$ cat config.mk
export PLATFORM = sky130hd
export DESIGN_NAME = noise_lfsr
export DESIGN_NICKNAME = d
export VERILOG_FILES = /design/src/rtl/noise_lfsr.sv
export SDC_FILE = /design/constraint.sdc
export NUM_CORES = 1
export LEC_CHECK = 0
export ABC_AREA = 1
export BUFFER_PORTS_ARGS = -buffer_cell sky130_fd_sc_hd__buf_2
export CAP_MARGIN = 20
export CORE_MARGIN = 8
export CORE_UTILIZATION = 58
export DETAILED_ROUTE_END_ITERATION = 7
export HOLD_SLACK_MARGIN = 0.12
export PLACE_DENSITY_LB_ADDON = 0.15
export SYNTH_ARGS = -nofsm -noshare
export SYNTH_HDL_FRONTEND = slang
export SYNTH_SLANG_ARGS = --single-unit
$ cat constraint.sdc
create_clock -name clk -period 2.82 [get_ports clk]
set_clock_uncertainty 0.2 [all_clocks]
set_input_delay 0.423 -clock clk [delete_from_list [all_inputs] [get_ports clk]]
set_output_delay 0.423 -clock clk [all_outputs]
set_load 0.02 [all_outputs]
$ cat src/rtl/noise_lfsr.sv
module noise_lfsr #(
  parameter int LEN = 23,
  parameter int FB_HI = 22,
  parameter int FB_LO = 17,
  parameter int OUT_W = 12,
  parameter logic [LEN-1:0] SEED = 23'h7FFFF8
) (
  input  logic             clk,
  input  logic             rst_n,
  input  logic             test_i,
  input  logic             acc_prev_i,
  input  logic             acc_cur_i,
  output logic [OUT_W-1:0] noise_o
);
  localparam int PAD = OUT_W - 8;

  logic [LEN-1:0] lfsr_q;
  logic           test_q;
  logic           rise;
  logic [7:0]     taps;

  assign rise = ~acc_prev_i & acc_cur_i & ~test_i;
  assign taps = {lfsr_q[22], lfsr_q[20], lfsr_q[16], lfsr_q[13],
                 lfsr_q[11], lfsr_q[7],  lfsr_q[4],  lfsr_q[2]};

  always_ff @(posedge clk) begin
    if (!rst_n) begin
      lfsr_q  <= SEED;
      test_q  <= 1'b0;
      noise_o <= '0;
    end else begin
      test_q  <= test_i;
      noise_o <= {taps, {PAD{1'b0}}};
      if (test_i)
        lfsr_q <= '0;
      else if (test_q)
        lfsr_q <= SEED;
      else if (rise)
        lfsr_q <= {lfsr_q[LEN-2:0], lfsr_q[FB_HI] ^ lfsr_q[FB_LO]};
    end
  end
endmodule

==> impl_summary.md <==
CTS
The number of clock buffers added by TritonCTS is 5. The CTS tree is yes. The longest clock path from root to sink contains 2 buffers. The level count of the clock H-tree is 2. The number of buffers inserted by hold repair at cts is 0. The CTS clock-pin slew for the worst setup and hold paths is ~0.1 ns.

The number of resized instances in the post-cts repair step is 0. The worst-skew pair later-pin latency is ~0.33 ns. For this design, the sink count on the clock tree is 32.

In this run the post-CTS setup repair buffer count came out at 0. The clock tree root driver cell is sky130_fd_sc_hd__clkbuf_4.

Synthesis
The share of synthesized area in the top cell type comes to 0.542. The dominant register cell in the synthesized netlist is sky130_fd_sc_hd__dfxtp_1. The count of cell types in the netlist is 12. Sorting the synthesized cells by how often they occur yields sky130_fd_sc_hd__nand3_1, sky130_fd_sc_hd__nand2_1, sky130_fd_sc_hd__dfxtp_1, sky130_fd_sc_hd__inv_1, sky130_fd_sc_hd__buf_2.

Yosys attributes the largest share of cell area to sky130_fd_sc_hd__dfxtp_1, sky130_fd_sc_hd__nand3_1, sky130_fd_sc_hd__nand2_1. A synthesized cell averages approximately 8.0 um2. The cell area after synthesis is around 1200 um2. The most common cell in the netlist is sky130_fd_sc_hd__nand3_1.

The part of the Yosys area used for sequential elements is 0.542. During synthesis, Yosys emitted a total of 0 warnings. Yosys mapped a number of flops with a built-in enable equal to 0. The biggest area consumer among synthesized cells is sky130_fd_sc_hd__dfxtp_1. The number of instances in the synthesized netlist is around 150. The number of storage elements in the synthesis netlist is 32. Counting flops with an async set or reset pin after synthesis yields a share of 0.

STA
The worst slew margin relative to its limit is 0.461. For the pin with the worst max-slew slack, the measured transition is 0.808 ns. The count of pins over their slew limit is 0.

Of the available clock period, the critical path in the final layout requires 0.544. The hold violation total from the final report is 0. The sum of negative setup slack is 0 ns. Setup repair after global routing left no endpoint under its margin. The final-report setup violation count is 0. Derived from the worst setup path, the maximum achievable clock frequency is 652 MHz. The final critical path time including I/O delays and setup is about 1.5 ns.

Finish
The number of nets in the layout is 163. In the final layout, the share of cells above drive strength 1 is 0.151. The number of diodes is 0. The finished cells cover 1310 um2. The relative area change from synthesis to final layout is 10.6%. The post-layout utilization of the core is 0.673.

The filler-free cell count of the finished design is roughly 190.

Floorplanning
The I/O pin total is 17. Measured along the x axis, the die boundary spans roughly 61 um. Row generation in the floorplan step produced 16 rows.

The die covers about 3700 um2. The height of the chip is about 61 um. The initial utilization of the core area, before any placement, comes to 0.608.

The core box area is 1940 um2.

GRT
The global-route usage over all layers is 0.129. The pin count of the biggest net entering global routing is 24. The first-pass GRT wire length is approximately 3500 um. The global route total overflow is 0. The initial antenna violation count came to 0. The via count of the first global-routing pass is between 700 and 800.

Min path
The class of the tightest hold or removal check is primary input to flip-flop.

Job
The max capacitance violation total is 0.

Outcome
The run finished with clean final reports.

Route
The via count is 943. For this run, design rule violations remaining after detail routing come to 0. The first-iteration detailed-routing DRC count is 30.

The total routed wirelength is 2130 um. For this run, the detailed router's first-pass iteration total came to 4. Dividing the detail-routed wire length by the instance count gives approximately 11 um. In this run the remaining antenna-violating nets after routing total 0. The ratio of routed vias to standard cells is around 5.1.

Power and ir drop
The share of total power dissipated in combinational logic is 0.101. Summed over all nets, the switching power comes to between 0.0002 and 0.00025 W. In this run the power density over the cells is ~770 nW/um2. Of the total power, the share spent switching nets is 0.242. IR analysis of the VDD net gives a maximum drop of 484 uV. Of the total power, the clock network draws 0.386.

Of the total power, registers draw 0.514. For this design the static power due to leakage is about 0.64 nW. The internal power of the cells totals 0.000766 W.

Worst setup path
On the worst path, the slowest cell contributes a delay of approximately 0.63 ns. The largest driver fanout on the critical path is 20. The setup path with the least slack is of type primary input to flip-flop.

The startpoint type of the worst setup path is a primary input. The dominant delay contributor by cell family on the critical path is compound AO/OA/AOI/OAI gates. Data on the critical path is required at its endpoint by 2.81 ns. The slowest stage of the critical path is the sky130_fd_sc_hd__o21ai_2 cell. Data on the critical path arrives at its endpoint at roughly 1.5 ns. The critical path contains buffers and inverters numbering 2 combined. STA classifies the critical path endpoint as a flip-flop. The signal on the critical path passes through buf_2 -> inv_1 -> o21ai_2 -> nand3_1.

Placement
The final weighted congestion in routability-driven placement is 0.733. Detailed placement ended at an HPWL of roughly 1300 um. Buffers placed on the I/O ports in this run total 12. The number of placed instances, taps included, is between 150 and 200.

In this run the cell area measured after placement is between 1000 and 1500 um2.
kinds of logic after synthesis:
group	after synthesis	share of synthesized area
other	1	0.00317
DFF	32	0.542
buffers and inverters	27	0.121
and+or+nand+nor	83	0.314
AOI/OAI and AO/OA	4	0.0201
cells in the final DEF, fill, tap and decap left out, drive strengths merged:
master  instances
a21oi           3
conb            4
nor2            2
bufinv          1
clkbuf          7
inv            14
buf            14
nand2          40
dfxtp          32
nand3          41
o21ai           1
per-stage QoR:
step	hold slack (ns)	setup slack (ns)	total power, W
global placement	0.237	1.01	0.000627
floorplan	0.220	1.59	0.000611
detailed placement	0.234	0.959	0.000630
global route	0.207	1.20	0.00105
CTS	0.196	1.31	0.00102
finish	0.204	1.29	0.00101
layout make-up:
| cell class | instances | area, um2 |
|---|---|---|
| timing repair buffer | 14 | 75.1 |
| multi-input combinational | 91 | 409 |
| clock inverter | 1 | 30.0 |
| inverter | 14 | 52.6 |
| fill | 177 | 636 |
| tap | 27 | 33.8 |
| sequential | 32 | 641 |
| clock buffer | 7 | 65.1 |
power groups by stage:
stage / sequential, W / combinational [W] / clock, W
floorplan: 0.000536 / 0.0000754 / 0
global placement: 0.000528 / 0.0000989 / 0
detailed placement: 0.000528 / 0.000102 / 0
CTS: 0.000518 / 0.000102 / 0.000396
global route: 0.000524 / 0.000114 / 0.000416
finish: 0.000519 / 0.000102 / 0.000390
tightest hold or removal path, cell delays in order:
cell,delay [ns]
sky130_fd_sc_hd__buf_2,0.13
sky130_fd_sc_hd__nand2_1,0.09
sky130_fd_sc_hd__inv_1,0.05
metal layers:
| layer | up-vias | GRT usage | part of all wire |
|---|---|---|---|
| met1 | 420 | 0.159 | 0.44 |
| met3 | 5 | 0.0710 | 0.088 |
| met5 | - | 0 | 0 |
| met4 | 0 | 0.0698 | 0.018 |
| met2 | 38 | 0.173 | 0.45 |
| li1 | 480 | - | - |
final timing paths:
kind / startpoint / end / slack (ns) / cells past startpoint
min reg2reg: lfsr_q[20] / noise_o[10] / 0.25 / 2
max: rst_n / lfsr_q[6] / 1.29 / 4
max reg2reg: test_q / lfsr_q[6] / 1.32 / 2
min: test_i / test_q / 0.20 / 3
sequential cells by signal (all words and copies together) (netlist names):
| name | cells |
|---|---|
| test_q | 1 |
| noise_o | 8 |
| lfsr_q | 23 |
(Power assumes the default switching activity.)
